<file path="src/rtl/pnic_pkg.sv">
package pnic_pkg;

    parameter int PW = 4;

    typedef logic [PW-1:0] prio_t;

    localparam prio_t LEVEL_USER = '0;

    typedef enum logic {
        SVC_NESTED     = 1'b0,
        SVC_SEQUENTIAL = 1'b1
    } svc_mode_e;

    function automatic logic outranks(prio_t cand, prio_t cur);
        return cand > cur;
    endfunction

endpackage

</file>
<file path="src/rtl/pnic_pend.sv">
module pnic_pend #(
    parameter int N = 3
) (
    input  logic         clk,
    input  logic         rst,
    input  logic [N-1:0] req,
    input  logic [N-1:0] clr,
    output logic [N-1:0] pend
);

    always_ff @(posedge clk) begin
        if (rst) pend <= '0;
        else     pend <= (pend | req) & ~clr;
    end

    for (genvar g = 0; g < N; g++) begin : g_hold
        // a latched request survives until it is taken
        p_hold_r2: assert property (@(posedge clk) disable iff (rst)
            pend[g] && !clr[g] |=> pend[g]);
    end

endmodule

</file>
<file path="src/rtl/pnic_pick.sv">
module pnic_pick import pnic_pkg::*; #(
    parameter int N = 3,
    parameter logic [N*PW-1:0] PRIO = {4'd5, 4'd4, 4'd2},
    localparam int IW = (N > 1) ? $clog2(N) : 1
) (
    input  logic [N-1:0]  pend,
    output logic          hit,
    output logic [IW-1:0] win_idx,
    output prio_t         win_prio
);

    prio_t prio_tab [N];

    for (genvar g = 0; g < N; g++) begin : g_tab
        assign prio_tab[g] = PRIO[g*PW +: PW];
    end

    // scan from the top index down; ">=" lets a lower index take a tie
    always_comb begin
        hit      = 1'b0;
        win_idx  = '0;
        win_prio = LEVEL_USER;
        for (int i = N - 1; i >= 0; i--) begin
            if (pend[i] && (!hit || !outranks(win_prio, prio_tab[i]))) begin
                hit      = 1'b1;
                win_idx  = IW'(i);
                win_prio = prio_tab[i];
            end
        end
    end

endmodule

</file>
<file path="src/rtl/pnic_stack.sv">
module pnic_stack import pnic_pkg::*; #(
    parameter int DEPTH = 3,
    localparam int SPW = $clog2(DEPTH + 1),
    localparam int AW  = (DEPTH > 1) ? $clog2(DEPTH) : 1
) (
    input  logic  clk,
    input  logic  rst,
    input  logic  push,
    input  prio_t push_prio,
    input  logic  pop,
    output prio_t top_prio,
    output logic  empty
);

    prio_t          slot [DEPTH];
    logic [SPW-1:0] sp;
    logic [SPW-1:0] sp_after_pop;
    logic [AW-1:0]  rd_idx;
    logic           can_push;

    // a pop in the same cycle as a push frees the slot first
    always_comb begin
        sp_after_pop = (pop && sp != '0) ? sp - SPW'(1) : sp;
        can_push     = push && (sp_after_pop < SPW'(DEPTH));
        rd_idx       = AW'(sp - SPW'(1));
    end

    always_ff @(posedge clk) begin
        if (rst)           sp <= '0;
        else if (can_push) sp <= sp_after_pop + SPW'(1);
        else               sp <= sp_after_pop;
    end

    always_ff @(posedge clk) begin
        if (can_push) slot[AW'(sp_after_pop)] <= push_prio;
    end

    assign empty    = (sp == '0);
    assign top_prio = empty ? LEVEL_USER : slot[rd_idx];

    p_no_overflow_r7: assert property (@(posedge clk) disable iff (rst)
        push && !pop |-> sp < SPW'(DEPTH));

    p_user_eoh_r7: assert property (@(posedge clk) disable iff (rst)
        pop && empty && !push |=> empty);

    p_push_level_r5: assert property (@(posedge clk) disable iff (rst)
        push |=> top_prio == $past(push_prio));

endmodule

</file>
<file path="src/rtl/prio_nest_intc.sv">
module prio_nest_intc import pnic_pkg::*; #(
    parameter int N_SRC = 3,
    parameter logic [N_SRC*PW-1:0] SRC_PRIO = {4'd5, 4'd4, 4'd2},
    localparam int IW = (N_SRC > 1) ? $clog2(N_SRC) : 1
) (
    input  logic             clk,
    input  logic             rst,
    input  logic [N_SRC-1:0] irq_req,
    input  logic             glb_en,
    input  logic             seq_mode,
    input  logic             cpu_ack,
    input  logic             eoh,
    output logic             cpu_irq,
    output logic [IW-1:0]    cpu_vec,
    output logic [N_SRC-1:0] src_ack
);

    logic [N_SRC-1:0] pend;
    logic [N_SRC-1:0] clr;
    logic             hit;
    logic [IW-1:0]    win_idx;
    prio_t            win_prio;
    prio_t            cur_level;
    logic             stk_empty;
    logic             take;
    svc_mode_e        mode;

    assign mode = svc_mode_e'(seq_mode);

    pnic_pend #(.N(N_SRC)) i_pend (
        .clk  (clk),
        .rst  (rst),
        .req  (irq_req),
        .clr  (clr),
        .pend (pend)
    );

    pnic_pick #(.N(N_SRC), .PRIO(SRC_PRIO)) i_pick (
        .pend     (pend),
        .hit      (hit),
        .win_idx  (win_idx),
        .win_prio (win_prio)
    );

    pnic_stack #(.DEPTH(N_SRC)) i_stack (
        .clk       (clk),
        .rst       (rst),
        .push      (take),
        .push_prio (win_prio),
        .pop       (eoh),
        .top_prio  (cur_level),
        .empty     (stk_empty)
    );

    always_comb begin
        cpu_irq = 1'b0;
        if (glb_en && hit) begin
            case (mode)
                SVC_SEQUENTIAL: cpu_irq = stk_empty;
                default:        cpu_irq = outranks(win_prio, cur_level);
            endcase
        end
    end

    assign take    = cpu_ack & cpu_irq;
    assign clr     = take ? (N_SRC'(1) << win_idx) : '0;
    assign cpu_vec = win_idx;

    always_ff @(posedge clk) begin
        if (rst) src_ack <= '0;
        else     src_ack <= clr;
    end

    p_win_pending_r3: assert property (@(posedge clk) disable iff (rst)
        hit |-> pend[win_idx]);

    p_seq_hold_r9: assert property (@(posedge clk) disable iff (rst)
        seq_mode && !stk_empty |-> !cpu_irq);

    p_gate_r10: assert property (@(posedge clk) disable iff (rst)
        !glb_en |-> !cpu_irq);

    p_ack_pulse_r5: assert property (@(posedge clk) disable iff (rst)
        take |=> $onehot(src_ack));

    p_ack_quiet_r6: assert property (@(posedge clk) disable iff (rst)
        !take |=> src_ack == '0);

endmodule

</file>
<file path="config.mk">
export PLATFORM = sky130hd
export DESIGN_NAME = prio_nest_intc
export DESIGN_NICKNAME = d
export VERILOG_FILES = /design/src/rtl/pnic_pkg.sv /design/src/rtl/pnic_pend.sv /design/src/rtl/pnic_pick.sv /design/src/rtl/pnic_stack.sv /design/src/rtl/prio_nest_intc.sv
export SDC_FILE = /design/constraint.sdc
export NUM_CORES = 1
export LEC_CHECK = 0
export ABC_AREA = 0
export BUFFER_PORTS_ARGS = -buffer_cell sky130_fd_sc_hd__buf_2
export CORE_ASPECT_RATIO = 1.2
export CORE_MARGIN = 2
export CORE_UTILIZATION = 58
export DETAILED_ROUTE_END_ITERATION = 6
export PLACE_DENSITY = 0.84
export SLEW_MARGIN = 10
export SYNTH_ARGS = -nofsm -noshare
export SYNTH_HDL_FRONTEND = slang
export SYNTH_SLANG_ARGS = --single-unit
</file>
<file path="constraint.sdc">
create_clock -name clk -period 8.2 [get_ports clk]
set_input_delay 1.23 -clock clk [delete_from_list [all_inputs] [get_ports clk]]
set_output_delay 1.23 -clock clk [all_outputs]
set_load 0.1 [all_outputs]
</file>
==> run_results.csv, run 1 <==
group,metric,value,unit
cts,htreeDepth,1,
global_routing,largest_net_degree_at_the_start_of_global_routing,11,
synth,synth.largest_area_cell,"edfxtp_1",
synth,synth_area_per_cell,11.8,µm²
final_layout,syn2layout_area_growth,11.1,%
route,drt_first_pass_iters,4,
worst_hold_path,hp-class,"flop to flop",
sta,achievable-frequency,0.233,GHz
sta,min_period_over_period,52.3,%
synth,ys_top_cells_by_count,"9 x edfxtp_1, 8 x dfxtp_1, 8 x ha_1",
cts,insertion_delay,0.27,ns
sta,final-max-slew-violation-count,0,
route,route.final.wire_length,1.53,mm
global_routing,grt_pass1_vias,592,
route,detailedRoute.firstIterationViolations,6,
synth,yosys_register_bits,17,
placement,globalplace.congestion,0.715,
final_layout,filler_instances,111,
run_status,run_status,"finished, final reports clean",
route,vias,622,
cts,cts-buffers-inserted,3,
setup_path,crit_fanout,7,
final_layout,n_antenna_cell,0,
floorplan,number_of_cell_rows,15,
synth,yosysSeqAreaShare,46.1,%
synth,synth_top_area_cells,"edfxtp_1 29%, dfxtp_1 17%, ha_1 11%, a311oi_1 3.8%, mux2i_1 3.2%",
cts,post_cts_setup_repair_bufs,0,
route,drc_errors,0,
setup_path,cp_common_cell,"ha_1",
final_layout,finalNetCount,112,
setup_path,setup.worst_path.class,"flop to output port",
synth,synthesis.area,933,µm²
cts,cts_tree,"done",
setup_path,critical_path_arrival,3.06,ns
final_layout,drive_gt1_share,28.7,%
route,avgRoutedWirePerCell,13.8,µm
global_routing,antenna_found_initial,0,
setup_path,critical_path.slowest_cell,"dfxtp_1",
global_routing,track_usage,19.3,%
synth,post_synth_arst_share,0,%
synth,synth.net_count,96,
route,vias_per_cell,5.60,
cts,cts.clk_slew.worst_paths,0.09,ns
run,maxCapViolCount,0,
setup_path,timing.critical_path.slowest_cell_delay,0.46,ns
sta,grt_setup_unrepaired,"false",
synth,ys_dominant_reg_cell,"edfxtp_1",
route,final_antenna_net_count,0,
cts,post_cts_resized,0,
sta,timing.hold.ws,0.545,ns
setup_path,worst-r2r-cell-count,8,
synth,area_share_of_the_largest_cell_type_after_synthesis,29.0,%
setup_path,endpoint_kind,"output port",
power,power.density,314,mW/mm²
floorplan,die_footprint,0.00195,mm²
synth,most_numerous_cell_in_the_yosys_netlist,"edfxtp_1",
power,max-vdd-ir-drop,0.160,mV
power,total_leakage_power,0.431,nW
setup_path,cp_cell_sequence,"inv_1 -> ha_1 -> nor2_1 -> a211o_1 -> ha_1 -> and3_4 -> o41a_4 -> nor2_4 -> buf_2",
cts,clockRootBuffer,"clkbuf_4",
worst_hold_path,min_path_cells,2,
synth,synth-warning-count,0,
cts,clock-sinks,17,
placement,dp_hpwl,1.28,mm
sta,report.final.setup_viol,0,
synth,netlist-cell-type-count,31,
setup_path,crit_required,6.97,ns
global_routing,first_pass_grt_wire_length,2.44,mm
sta,final_period_minus_worst_setup_slack,4.29,ns
sta,maxSlewHeadroom,67.0,%
setup_path,worstSetupStartpointType,"flop",
floorplan,initial_utilization,63.8,%
sta,setup_total_negative_slack,0,ns
floorplan,x_dimension_of_the_die,40.6,µm
placement,port-buffer-count,14,
synth,post_synth_inst_count,79,
floorplan,top_level_ports,15,
floorplan,core,0.00146,mm²
sta,fin_worst_skew,0.00251,ns
global_routing,globalRoute.totalOverflow,0,
sta,final_hold_viol_count,0,
synth,synth_edf_count,9,
cts,clockBufferDepth,2,
floorplan,die_height,47.9,µm
sta,tightest_slew,0.499,ns
cts,cts-hold-fix-buffers,0,
## path summary, 6_finish.rpt
| check | start | endpoint | slack [ns] |
|---|---|---|---|
| min reg2reg | i_pend.pend[0] | i_pend.pend[0] | 0.54 |
| min | i_pend.pend[0] | i_pend.pend[0] | 0.54 |
| max reg2reg | i_stack.sp[0] | i_stack.slot[1][0] | 5.47 |
| max | i_stack.sp[0] | cpu_irq | 3.91 |
## cell families (layout without fill, tap and decap cells)
group           count (synthesis)  in the layout  synth area share, %
mux                             3              3                 3.22
flops                          17             17                 46.1
fa+ha+maj                       8              8                 10.7
compound gates                 14             14                 16.4
xor+xnor                        1              1                0.939
simple gates                   25             25                 17.7
buf+inv                        11             26                 4.96
## worst max-delay path: cells and delay by family (launching register included)
| kind | cells | cell delay, ns |
|---|---|---|
| DFF | 1 | 0.46 |
| and+or+nand+nor | 3 | 0.40 |
| adders and majority gates | 2 | 0.69 |
| buffers and inverters | 2 | 0.52 |
| AOI/OAI and AO/OA | 2 | 0.73 |
## through the flow
step                      instance area (µm²)  util (%)  power [mW]  instances  worst slack, ns
after floorplan                           933         -       0.256         79             4.27
after global placement                   1010      69.0       0.281        107             4.25
after detailed placement                 1010      69.0       0.287        107             4.21
after CTS                                1040      70.9       0.327        111             3.89
after global routing                     1040      70.9       0.352        111             3.72
final                                    1040      70.9       0.326        111             3.91
## cell type report
class,count,area (µm²),area share (%)
inverter,8,31.3,3.02
sequential,17,430,41.5
tap,17,21.3,2.05
timing repair buffer,14,70.1,6.76
clock buffer,3,22.5,2.17
multi-input combinational,51,457,44.0
clock inverter,1,5.00,0.483
## power by group
group          total (mW)  internal [mW]  switching [mW]
clock              0.0410         0.0180          0.0229
sequential          0.109          0.101         0.00855
combinational       0.175         0.0667           0.109
## cells in the final DEF (no fill, tap or decap), drive strengths merged
cell    netlist  routed
a311oi        4       4
and3          4       4
nand2         2       2
buf           1      14
edfxtp        9       9
dfxtp         8       8
clkinv        1       2
o41a          1       1
o41ai         1       1
a21oi         2       2
and4          3       3
clkbuf        2       3
nand2b        1       1
nor3          2       2
or3b          1       1
xnor2         1       1
o21ai         2       2
a211oi        2       2
and2          1       1
inv           7       7
mux2i         3       3
a211o         2       2
ha            8       8
nor2          9       9
nor3b         1       1
and2b         1       1
## routing by layer
metal,share of wire (%),track usage [%]
met5,0,0
met4,0,6.00
met3,2.8,2.79
met2,57,36.5
met1,40,21.7
## flip-flops by register name, indices dropped and copies added, names as in the netlist
name          count
i_stack.sp        2
src_ack           3
i_stack.slot      9
i_pend.pend       3
(Power assumes the default switching activity.)
==> inputs of run 2 (changes only) <==
ABC_AREA = 1   (was 0)
CORE_UTILIZATION = 48   (was 58)
PLACE_DENSITY = 0.74   (was 0.84)
clock period = 3.8 ns   (was 8.2 ns; I/O delays follow)
==> run 2 against run 1 <==
Net effect: synthesized cell count up 37%; first-iteration DRC count up 17%; clock power up 130%; highest routed layer is now met4; clock skew up 0.0014 ns; synthesized area down 1.3%; non-clock buffer count unchanged; combinational power up 110%; largest cell class is now flip-flops and latches; total power up 120%; wire length up 2.1%; register-to-register slack worse by 4.3 ns; sequential power up 110%; cell area down 1.1%.
==> run_results.csv, run 2 <==
group,metric,value,unit
global_routing,globalRoute.totalOverflow,0,
sta,final-max-slew-violation-count,0,
floorplan,x_dimension_of_the_die,44.0,µm
power,total_leakage_power,0.529,nW
cts,cts.clk_slew.worst_paths,0.09,ns
global_routing,groute.layer.met3.usage,4.17,%
global_routing,antenna_found_initial,0,
synth,synth_edf_count,9,
sta,final_hold_viol_count,0,
global_routing,largest_net_degree_at_the_start_of_global_routing,10,
synth,synth.net_count,125,
cts,cts-hold-fix-buffers,0,
power,post-layout-total-power,704,µW
setup_path,crit_required,3.23,ns
floorplan,die_height,52.0,µm
setup_path,crit_fanout,7,
synth,yosys_register_bits,17,
global_routing,grt_pass1_vias,650,
route,drt_first_pass_iters,4,
floorplan,top_level_ports,15,
placement,pre_cts_ws,0.987,ns
global_routing,grtUsageMet2,27.9,%
floorplan,die_footprint,0.00229,mm²
setup_path,setup.worst_path.class,"flop to output port",
final_layout,n_antenna_cell,0,
sta,achievable-frequency,0.321,GHz
cts,clock-sinks,17,
sta,final_period_minus_worst_setup_slack,3.12,ns
route,vias_per_cell,4.79,
cts,htreeDepth,1,
sta,maxSlewHeadroom,65.8,%
synth,post_synth_inst_count,108,
cts,post_cts_setup_repair_bufs,0,
placement,port-buffer-count,14,
sta,fin_worst_skew,0.00396,ns
route,final_antenna_net_count,0,
synth,area_share_of_the_largest_cell_type_after_synthesis,29.3,%
final_layout,final_core_utilization,56.1,%
synth,post_synth_arst_share,0,%
sta,timing.final.ws_setup,0.682,ns
sta,setup_total_negative_slack,0,ns
final_layout,syn2layout_area_growth,11.4,%
worst_hold_path,hp-class,"input port to flop",
sta,report.final.setup_viol,0,
setup_path,endpoint_kind,"output port",
global_routing,gr_util_met1,18.1,%
sta,tightest_slew,0.508,ns
synth,netlist-cell-type-count,20,
setup_path,worstSetupStartpointType,"flop",
final_layout,max_reg_flops,9,
final_layout,final_cell_area,0.00103,mm²
synth,ys_top_cells_by_count,"24 x inv_1, 22 x nand2_1, 17 x nor2_1",
route,route.final.wire_length,1.56,mm
setup_path,setup.reg_to_reg.worst_slack,1.22,ns
final_layout,mostFrequentLayoutCell,"inv_1",
cts,clockBufferDepth,2,
final_layout,largest-register,"i_stack.slot",
route,drc_errors,0,
final_layout,layout.cells.most_common_list,"24 x inv_1, 22 x nand2_1, 17 x nor2_1",
cts,cts-buffers-inserted,3,
synth,ys_dominant_reg_cell,"edfxtp_1",
synth,yosysSeqAreaShare,46.7,%
floorplan,initial_utilization,50.3,%
power,power.density,686,mW/mm²
route,vias,680,
route,detailedRoute.firstIterationViolations,7,
placement,globalplace.congestion,0.801,
final_layout,filler_instances,174,
route,avgRoutedWirePerCell,11.0,µm
final_layout,finalNetCount,141,
global_routing,globalRoute.busiestLayer,"met2",
global_routing,first_pass_grt_wire_length,2.64,mm
sta,min_period_over_period,82.1,%
synth,synth_top_area_cells,"edfxtp_1 29%, dfxtp_1 17%, ha_1 11%, inv_1 9.8%, nand2_1 9.0%",
cts,clockRootBuffer,"clkbuf_4",
run_status,run_status,"finished, final reports clean",
synth,synth-warning-count,0,
synth,synthesis.area,921,µm²
setup_path,critical_path_arrival,2.55,ns
floorplan,core,0.00183,mm²
sta,grt_setup_unrepaired,"false",
placement,placed_area,1000,µm²
synth,most_numerous_cell_in_the_yosys_netlist,"inv_1",
final_layout,largestRegisters,"i_stack.slot: 9 flops, i_pend.pend: 3 flops, src_ack: 3 flops",
power,max-vdd-ir-drop,0.332,mV
synth,synth.largest_area_cell,"edfxtp_1",
floorplan,number_of_cell_rows,17,
cts,insertion_delay,0.29,ns
run,maxCapViolCount,0,
placement,dp_hpwl,1.26,mm
synth,synth_area_per_cell,8.53,µm²
cts,cts_tree,"done",
cts,post_cts_resized,0,
global_routing,track_usage,16.8,%
final_layout,drive_gt1_share,17.1,%
==> run 2: area by class of cell <==
cell class / count / area (µm²) / area share [%]
well taps: 19 / 23.8 / 2.32
multi-input cells: 64 / 385 / 37.6
repair buffers: 14 / 70.1 / 6.83
clock buffers: 4 / 26.3 / 2.56
inverters: 24 / 90.1 / 8.78
flip-flops and latches: 17 / 430 / 42.0
==> run 2: worst paths after layout <==
check,from,endpoint,depth (start not counted)
hold / removal,rst,src_ack[1],2
hold reg to reg,i_pend.pend[0],i_pend.pend[0],4
setup reg to reg,i_stack.sp[0],i_stack.slot[1][1],9
setup / recovery,i_stack.sp[0],cpu_irq,11
==> run 2: power breakdown <==
| part | switching, mW | internal (mW) | total (mW) |
|---|---|---|---|
| sequential | 0.0153 | 0.219 | 0.234 |
| combinational | 0.251 | 0.122 | 0.373 |
| clock | 0.0554 | 0.0409 | 0.0963 |
| total | 0.322 | 0.382 | 0.704 |
==> run 2: routing by layer <==
layer  vias up  share of wire (%)
met5         -                  0
met4         0                3.1
met3         4                3.5
met2        11                 50
met1       305                 43
li1        360                  -
==> run 2: kinds of logic (layout without fill, tap and decap cells) <==
kind of cell	after synthesis	after routing	synth area share [%]
DFF	17	17	46.7
AOI/OAI and AO/OA	8	8	7.20
xor gates and xnor gates	1	1	0.951
buffers and inverters	27	42	11.4
adders and majority gates	8	8	10.9
and+or+nand+nor	47	47	22.8
==> run 2: worst max-delay path, cell delays in order (launching register included) <==
cell and delay (ns):
dfxtp_1 0.42, inv_1 0.11, ha_1 0.39, o211ai_1 0.22
inv_1 0.06, ha_1 0.27, nand3_1 0.08, nand2_1 0.05
inv_1 0.04, nand2_1 0.06, a21boi_1 0.11, buf_2 0.43
==> run 2: metrics by stage <==
stage / hold slack, ns / instances
after CTS: 0.534 / 142
after global routing: 0.548 / 142
after floorplan: 0.499 / 108
after global placement: 0.543 / 138
final: 0.529 / 142
after detailed placement: 0.552 / 138
